--- src/rtl/timer_pkg.sv ---
package timer_pkg;
  localparam int CNT_W      = 32;
  localparam int BUS_W      = 16;
  localparam int ADDR_W     = 3;
  localparam int SEL_W      = 3;
  localparam int NUM_RATIOS = 5;
  localparam int RATIO_STEP = 2;
  localparam int PRE_W      = RATIO_STEP * NUM_RATIOS;
  localparam int RUN_BIT    = 3;
  localparam int FLAG_BIT   = 8;

  typedef enum logic [ADDR_W-1:0] {
    ADR_CNT_LO   = 3'd0,
    ADR_CNT_HI   = 3'd1,
    ADR_RLD_LO   = 3'd2,
    ADR_RLD_HI   = 3'd3,
    ADR_CTRL     = 3'd4
  } regAddr_e;

  typedef struct packed {
    logic tick;
    logic cntStageHi;
    logic cntCommit;
    logic rldWrLo;
    logic rldWrHi;
    logic snapTake;
  } dpStrobes_t;
endpackage

--- src/rtl/timer_datapath.sv ---
module timer_datapath
  import timer_pkg::*;
(
  input  logic             clk,
  input  logic             rstN,
  input  dpStrobes_t       strobes,
  input  logic [BUS_W-1:0] wData,
  output logic [CNT_W-1:0] cntQ,
  output logic [CNT_W-1:0] rldQ,
  output logic [CNT_W-1:0] snapQ,
  output logic             underflow
);
  localparam int HALF = CNT_W / 2;

  logic [HALF-1:0] stageHi;

  assign underflow = strobes.tick && (cntQ == '0);

  always_ff @(posedge clk) begin
    if (!rstN) begin
      cntQ    <= '1;
      rldQ    <= '1;
      snapQ   <= '0;
      stageHi <= '0;
    end else begin
      if (strobes.cntStageHi) stageHi <= wData[HALF-1:0];
      if (strobes.cntCommit)  cntQ <= {stageHi, wData[HALF-1:0]};
      else if (strobes.tick)  cntQ <= underflow ? rldQ : cntQ - 1'b1;
      if (strobes.rldWrLo)    rldQ[HALF-1:0] <= wData[HALF-1:0];
      if (strobes.rldWrHi)    rldQ[CNT_W-1:HALF] <= wData[HALF-1:0];
      if (strobes.snapTake)   snapQ <= cntQ;
    end
  end

  // a tick at a nonzero count lowers it by exactly one
  assert_decrement_R2: assert property (@(posedge clk) disable iff (!rstN)
    (strobes.tick && !strobes.cntCommit && cntQ != '0) |=> cntQ == $past(cntQ) - 1'b1);
  // a tick at zero takes the reload value
  assert_reload_R4: assert property (@(posedge clk) disable iff (!rstN)
    (strobes.tick && !strobes.cntCommit && cntQ == '0) |=> cntQ == $past(rldQ));
  // without tick or commit the count holds
  assert_hold_R3: assert property (@(posedge clk) disable iff (!rstN)
    (!strobes.tick && !strobes.cntCommit) |=> $stable(cntQ));
  // the snapshot equals the count at the capturing read
  assert_snapshot_R7: assert property (@(posedge clk) disable iff (!rstN)
    strobes.snapTake |=> snapQ == $past(cntQ));
  // a commit loads staged upper half with written lower half
  assert_commit_R8: assert property (@(posedge clk) disable iff (!rstN)
    strobes.cntCommit |=> cntQ == {$past(stageHi), $past(wData[HALF-1:0])});
endmodule

--- src/rtl/timer_control.sv ---
module timer_control
  import timer_pkg::*;
(
  input  logic              clk,
  input  logic              rstN,
  input  logic              busSel,
  input  logic              busWr,
  input  logic [ADDR_W-1:0] busAddr,
  input  logic [BUS_W-1:0]  busWData,
  input  logic              underflow,
  output dpStrobes_t        strobes,
  output logic [BUS_W-1:0]  ctrlWord,
  output logic              flagQ
);
  localparam int NUM_CODES = 1 << SEL_W;

  logic [PRE_W-1:0]     preCnt;
  logic [SEL_W-1:0]     selQ;
  logic                 runQ;
  logic [NUM_CODES-1:0] tickByCode;
  logic                 wrEn, rdEn, ctrlWr, clrReq;
  regAddr_e             addr;

  assign addr   = regAddr_e'(busAddr);
  assign wrEn   = busSel && busWr;
  assign rdEn   = busSel && !busWr;
  assign ctrlWr = wrEn && (addr == ADR_CTRL);
  assign clrReq = ctrlWr && !busWData[FLAG_BIT];

  // one tick source per select code; reserved codes never tick
  for (genvar c = 0; c < NUM_CODES; c++) begin : gTick
    if (c < NUM_RATIOS) begin : gRatio
      assign tickByCode[c] = &preCnt[RATIO_STEP*(c+1)-1:0];
    end else begin : gReserved
      assign tickByCode[c] = 1'b0;
    end
  end

  always_comb begin
    strobes            = '0;
    strobes.tick       = runQ && tickByCode[selQ];
    strobes.cntStageHi = wrEn && (addr == ADR_CNT_HI);
    strobes.cntCommit  = wrEn && (addr == ADR_CNT_LO);
    strobes.rldWrLo    = wrEn && (addr == ADR_RLD_LO);
    strobes.rldWrHi    = wrEn && (addr == ADR_RLD_HI);
    strobes.snapTake   = rdEn && (addr == ADR_CNT_LO);
  end

  always_ff @(posedge clk) begin
    if (!rstN) begin
      preCnt <= '0;
      selQ   <= '0;
      runQ   <= 1'b0;
      flagQ  <= 1'b0;
    end else begin
      preCnt <= preCnt + 1'b1;
      if (ctrlWr) begin
        selQ <= busWData[SEL_W-1:0];
        runQ <= busWData[RUN_BIT];
      end
      if (underflow)   flagQ <= 1'b1;
      else if (clrReq) flagQ <= 1'b0;
    end
  end

  always_comb begin
    ctrlWord            = '0;
    ctrlWord[SEL_W-1:0] = selQ;
    ctrlWord[RUN_BIT]   = runQ;
    ctrlWord[FLAG_BIT]  = flagQ;
  end

  // a wrap always leaves the flag set
  assert_flag_set_R5: assert property (@(posedge clk) disable iff (!rstN)
    underflow |=> flagQ);
  // only a clearing control write can drop the flag
  assert_flag_sticky_R6: assert property (@(posedge clk) disable iff (!rstN)
    (flagQ && !clrReq) |=> flagQ);
  // stopped or reserved settings give no tick
  assert_no_tick_stopped_R3: assert property (@(posedge clk) disable iff (!rstN)
    (!runQ || selQ >= SEL_W'(NUM_RATIOS)) |-> !strobes.tick);
endmodule

--- src/rtl/reload_timer.sv ---
module reload_timer
  import timer_pkg::*;
(
  input  logic              clk,
  input  logic              rstN,
  input  logic              busSel,
  input  logic              busWr,
  input  logic [ADDR_W-1:0] busAddr,
  input  logic [BUS_W-1:0]  busWData,
  output logic [BUS_W-1:0]  busRData,
  output logic              wrapFlag
);
  dpStrobes_t       strobes;
  logic [CNT_W-1:0] cntQ, rldQ, snapQ;
  logic [BUS_W-1:0] ctrlWord;
  logic             underflow;

  timer_control uCtrl (
    .clk(clk), .rstN(rstN), .busSel(busSel), .busWr(busWr),
    .busAddr(busAddr), .busWData(busWData), .underflow(underflow),
    .strobes(strobes), .ctrlWord(ctrlWord), .flagQ(wrapFlag)
  );

  timer_datapath uDp (
    .clk(clk), .rstN(rstN), .strobes(strobes), .wData(busWData),
    .cntQ(cntQ), .rldQ(rldQ), .snapQ(snapQ), .underflow(underflow)
  );

  always_comb begin
    unique case (regAddr_e'(busAddr))
      ADR_CNT_LO: busRData = cntQ[BUS_W-1:0];
      ADR_CNT_HI: busRData = snapQ[CNT_W-1:BUS_W];
      ADR_RLD_LO: busRData = rldQ[BUS_W-1:0];
      ADR_RLD_HI: busRData = rldQ[CNT_W-1:BUS_W];
      ADR_CTRL:   busRData = ctrlWord;
      default:    busRData = '0;
    endcase
  end
endmodule

--- config.mk ---
export PLATFORM = sky130hd
export DESIGN_NAME = reload_timer
export DESIGN_NICKNAME = d
export VERILOG_FILES = /design/src/rtl/timer_pkg.sv /design/src/rtl/timer_datapath.sv /design/src/rtl/timer_control.sv /design/src/rtl/reload_timer.sv
export SDC_FILE = /design/constraint.sdc
export NUM_CORES = 1
export LEC_CHECK = 0
export ABC_AREA = 0
export BUFFER_PORTS_ARGS = -buffer_cell sky130_fd_sc_hd__buf_4
export CORE_MARGIN = 2
export CORE_UTILIZATION = 55
export CTS_CLUSTER_SIZE = 25
export DETAILED_ROUTE_END_ITERATION = 12
export HOLD_SLACK_MARGIN = 0.03
export PLACE_DENSITY = 0.73
export SLEW_MARGIN = 20
export SYNTH_ARGS = -nofsm -noshare
export SYNTH_HDL_FRONTEND = slang
export SYNTH_HIERARCHICAL = 1
export SYNTH_SLANG_ARGS = --single-unit
export TNS_END_PERCENT = 10
--- constraint.sdc ---
create_clock -name clk -period 4.8 [get_ports clk]
set_clock_uncertainty 0.05 [all_clocks]
set_input_delay 0.24 -clock clk [delete_from_list [all_inputs] [get_ports clk]]
set_output_delay 0.24 -clock clk [all_outputs]
set_load 0.005 [all_outputs]
==> results of run 1 <==
sequential cells by signal (all words and copies together) (netlist names):
name          count
uDp/snapQ        16
uDp/cntQ         32
uCtrl/flagQ       1
uCtrl/selQ        3
uDp/stageHi      16
uCtrl/preCnt     10
uCtrl/runQ        1
uDp/rldQ         32
final timing paths:
path / cells after the start / slack (ps) / from / endpoint
setup / recovery: 9 / 1440 / uCtrl/preCnt[0] / uDp/cntQ[21]
hold / removal: 3 / 80 / busWData[10] / uDp/rldQ[10]
setup reg to reg: 9 / 1440 / uCtrl/preCnt[0] / uDp/cntQ[21]
hold reg to reg: 1 / 410 / uCtrl/preCnt[0] / uCtrl/preCnt[0]
where the power goes:
group / internal, mW / switching, mW / leakage [nW]
clock network: 0.467 / 0.324 / 0.155
registers: 0.938 / 0.0211 / 0.900
logic: 0.0753 / 0.0994 / 1.14
total: 1.48 / 0.444 / 2.20
tightest hold or removal path, stage by stage:
cell and delay, ps:
buf_4 100, mux2i_1 60, nand2_1 50
routing by layer:
metal  vias to the layer above  global-route usage
met2                       250               0.451
met3                        37              0.0729
met5                         -                   0
met1                      2596               0.420
li1                       2551                   -
met4                         0              0.0839
stage by stage:
stage          setup WS [ps]  hold slack, ps  area, um^2   util  std cells
6_report                1440            84.4        6750  0.618        846
5_1_grt                 1240            83.8        6750  0.618        846
4_1_cts                 1580            74.7        6750  0.618        846
3_5_place_dp            1620             403        6440  0.589        831
3_3_place_gp            1750             394        6440  0.589        831
2_1_floorplan           2120             312        6240      -        711
layout make-up:
cell class / instances / area share
clock inverters: 4 / 0.0104
multi-input cells: 516 / 0.536
well taps: 140 / 0.0259
flip-flops and latches: 111 / 0.329
clock buffers: 11 / 0.0359
repair buffers: 49 / 0.0545
inverters: 15 / 0.00834
==> metrics.yaml, run 1 <==
run_status:
  run_status: "completed"
timing:
  finalCriticalPeriod_ps: 3360
  slew_headroom: 0.289
  tightest_slew_ps: 1070
  finalSetupTns_ps: 0
  finalHoldViolations: 0
  setup_viol: 0
  grt_setup_unrepaired: "false"
  maxSlewViolCount: 0
  max_freq_mhz: 298
  period_share: 0.700
floorplan:
  fp-row-count: 38
  chipWidth_um: 110
  io_pins: 40
  die_area_um2: 12100
  start_util: 0.567
  die_h_um: 110
  core_region_area_um2: 10900
global_routing:
  grt_pass1_wl_um: 27300
  first_global_vias: 5021
  grt-ovfl-total: 0
  antenna_found_initial: 0
  grtUsageTotal: 0.297
  grt_max_degree: 100
clocking:
  cts_made_buffers: 9
  clk_latency_ps: 350
  post_cts_buffers: 0
  root_buffer: "clkbuf_16"
  cts_resized: 0
  cts_sinks: 111
  cts.htree.levels: 3
  path_clk_slew_ps: 70
  clk_path_buf_depth: 2
  cts_tree: "done"
  ctsHoldBuffers: 0
critical_path:
  cp-end-kind: "flop"
  cp-start-kind: "flop"
  worst_path_most_repeated_cell: "buf_4"
  path_delay_family: "simple AND/OR/NAND/NOR gates"
  path_class: "reg2reg"
  cp_max_fo: 35
  worstPathRequired_ps: 5030
  max_stage_delay_ps: 700
  worstPathArrival_ps: 3590
  slowest_stage: "nor2b_1"
  cp_num_buf_inv: 2
  crit_chain: "ha_1, nand4_1, a2111oi_0, or3_1, buf_4, nor2b_1, buf_4, nand2_1, o21ai_0"
detailed_routing:
  drt_iter0_drc: 612
  wl_met2_um: 7630
  wl_per_cell_um: 20.6
  vias: 5434
  top_layer_used: "met4"
  met1_length_um: 7840
  via_per_inst: 6.42
  dr_wl_met3_um: 1570
  dr.pass1.iters: 5
  drcViolationCount: 0
  wl_um: 17400
  antenna_left: 0
final_layout:
  mostFrequentLayoutCell: "dfxtp_1"
  multi_input_area_um2: 3620
  num-nets-final: 727
  area_growth_pct: 8.96
  layout_common_cells: "dfxtp_1, mux2i_1, nand2_1"
  fillers: 1000
  layout-drive-gt1-share: 0.144
  diodes: 0
  regArea_um2: 2220
synth:
  yosysWarnings: 6
  synthesis.area_um2: 6200
  syn-instance-count: 701
  avgSynthCellArea_um2: 8.84
hold_path:
  hold_path.class: "in2reg"
place:
  io_buffers: 39
  hpwlAfterDp_um: 12000
  place.gp.congestion: 0.969
pwr:
  fin_total_pwr_mw: 1.92
  powerDensity_nw_per_um2: 285
  irDropWorstVdd_uv: 274
  p_leak_nw: 2.20
job:
  cap_violations: 0
Note: power is estimated with default switching activity, not from simulation.
==> run 2: changes to the inputs <==
Clock period 4.8 ns to 3.3 ns, I/O delays scaled along.
==> metrics.yaml, run 2 (same netlist as run 1, synthesis figures left out) <==
run_status:
  run_status: "completed"
final_layout:
  fin_cells: 864
  top_regs: "uDp/cntQ x32, uDp/rldQ x32"
  area_growth_pct: 11.3
  layout-drive-gt1-share: 0.146
  regArea_um2: 2220
  num-nets-final: 744
  multi_input_area_um2: 3620
  fillers: 955
  utilization: 0.631
  mostFrequentLayoutCell: "dfxtp_1"
  layout_common_cells: "dfxtp_1, mux2i_1, nand2_1"
  diodes: 0
global_routing:
  grtUsageTotal: 0.296
  antenna_found_initial: 0
  grt-ovfl-total: 0
  grt_max_degree: 100
  first_global_vias: 5118
  grt_pass1_wl_um: 27400
timing:
  period_share: 0.842
  grt_setup_unrepaired: "false"
  finalCriticalPeriod_ps: 2780
  fin_ws_ps: 521
  maxSlewViolCount: 0
  setup_viol: 0
  slew_headroom: 0.385
  finalHoldViolations: 0
  tightest_slew_ps: 922
  max_freq_mhz: 360
  finalSetupTns_ps: 0
floorplan:
  start_util: 0.567
  chipWidth_um: 110
  die_area_um2: 12100
  io_pins: 40
  die_h_um: 110
  fp-row-count: 38
  core_region_area_um2: 10900
clocking:
  cts_tree: "done"
  cts_sinks: 111
  post_cts_buffers: 0
  cts_made_buffers: 9
  clk_latency_ps: 360
  clk_path_buf_depth: 2
  cts.htree.levels: 3
  path_clk_slew_ps: 70
  root_buffer: "clkbuf_16"
critical_path:
  worstPathRequired_ps: 3530
  timing.rr.end: "uDp/cntQ[21]"
  worstReg2RegStart: "uCtrl/preCnt[0]"
  regToRegSetupSlack_ps: 520
  rr_worst_depth: 9
  cp-start-kind: "flop"
  cp_max_fo: 35
  cp-end-kind: "flop"
  worstPathArrival_ps: 3010
  path_class: "reg2reg"
detailed_routing:
  wl_um: 17200
  antenna_left: 0
  via_per_inst: 6.45
  wl_per_cell_um: 20.0
  vias: 5571
  dr.pass1.iters: 5
  drcViolationCount: 0
  drt_iter0_drc: 660
place:
  place_inst: 834
  hpwlAfterDp_um: 11400
  post-place-ws_ps: 154
  place.gp.congestion: 0.965
  io_buffers: 39
pwr:
  p_leak_nw: 2.26
  powerDensity_nw_per_um2: 392
  irDropWorstVdd_uv: 372
hold_path:
  whs_path_depth: 3
  hold_path.class: "in2reg"
  min_to: "uDp/rldQ[19]"
  hp-start: "busWData[3]"
job:
  cap_violations: 0
-- run 2: how the worst max path moves through the flow --
stage                    startpoint           end  slack [ps]  depth (start not counted)
floorplan           uCtrl/preCnt[0]   uDp/cntQ[0]         620                         11
detailed placement  uCtrl/preCnt[0]  uDp/cntQ[10]         150                          8
global placement    uCtrl/preCnt[0]   uDp/cntQ[4]         330                          8
CTS                 uCtrl/preCnt[0]  uDp/cntQ[10]         120                          8
finish              uCtrl/preCnt[0]  uDp/cntQ[21]         520                          9
global route        uCtrl/preCnt[0]  uDp/cntQ[21]         100                          9
-- run 2: per-stage QoR --
| step | total power, mW | hold slack, ps | cell area [um^2] |
|---|---|---|---|
| detailed placement | 1.68 | 367 | 6480 |
| finish | 2.71 | 55.9 | 6900 |
| CTS | 2.72 | 45.6 | 6890 |
| floorplan | 1.58 | 237 | 6240 |
| global route | 2.80 | 49.5 | 6900 |
| global placement | 1.67 | 361 | 6480 |
-- run 2: report_power, final --
group | switching, mW | total [mW] | internal [mW] | leakage (nW)
clock network | 0.491 | 1.04 | 0.552 | 0.136
registers | 0.0304 | 1.39 | 1.36 | 0.900
logic | 0.149 | 0.270 | 0.120 | 1.22
total | 0.671 | 2.71 | 2.04 | 2.26
-- run 2: final cells by class --
cell class                 count  share of cell area
multi-input combinational    516               0.525
sequential                   111               0.322
timing repair buffer          66              0.0787
clock buffer                  13              0.0377
tap                          140              0.0254
inverter                      15             0.00816
clock inverter                 3             0.00254
-- run 2: worst max-delay path, stage by stage (launching register included) --
cell	delay, ps
dfxtp_1	370
ha_1	240
nand4_1	200
a2111oi_0	390
or3_1	210
buf_4	390
nor2b_1	220
buf_4	230
nand2_1	150
o21ai_0	220
-- run 2: routing by layer --
metal	share of wire	wire [um]	GRT usage
met5	0	0	0
met3	0.095	1630	0.0729
met2	0.44	7640	0.450
met1	0.44	7660	0.420
met4	0.018	311	0.0768
-- run 2: what timing repair did --
action,4_1_cts,5_1_grt
resized for setup,0,2
hold buffers,14,0
hold endpoints to repair,35,0
setup endpoints to repair,0,31
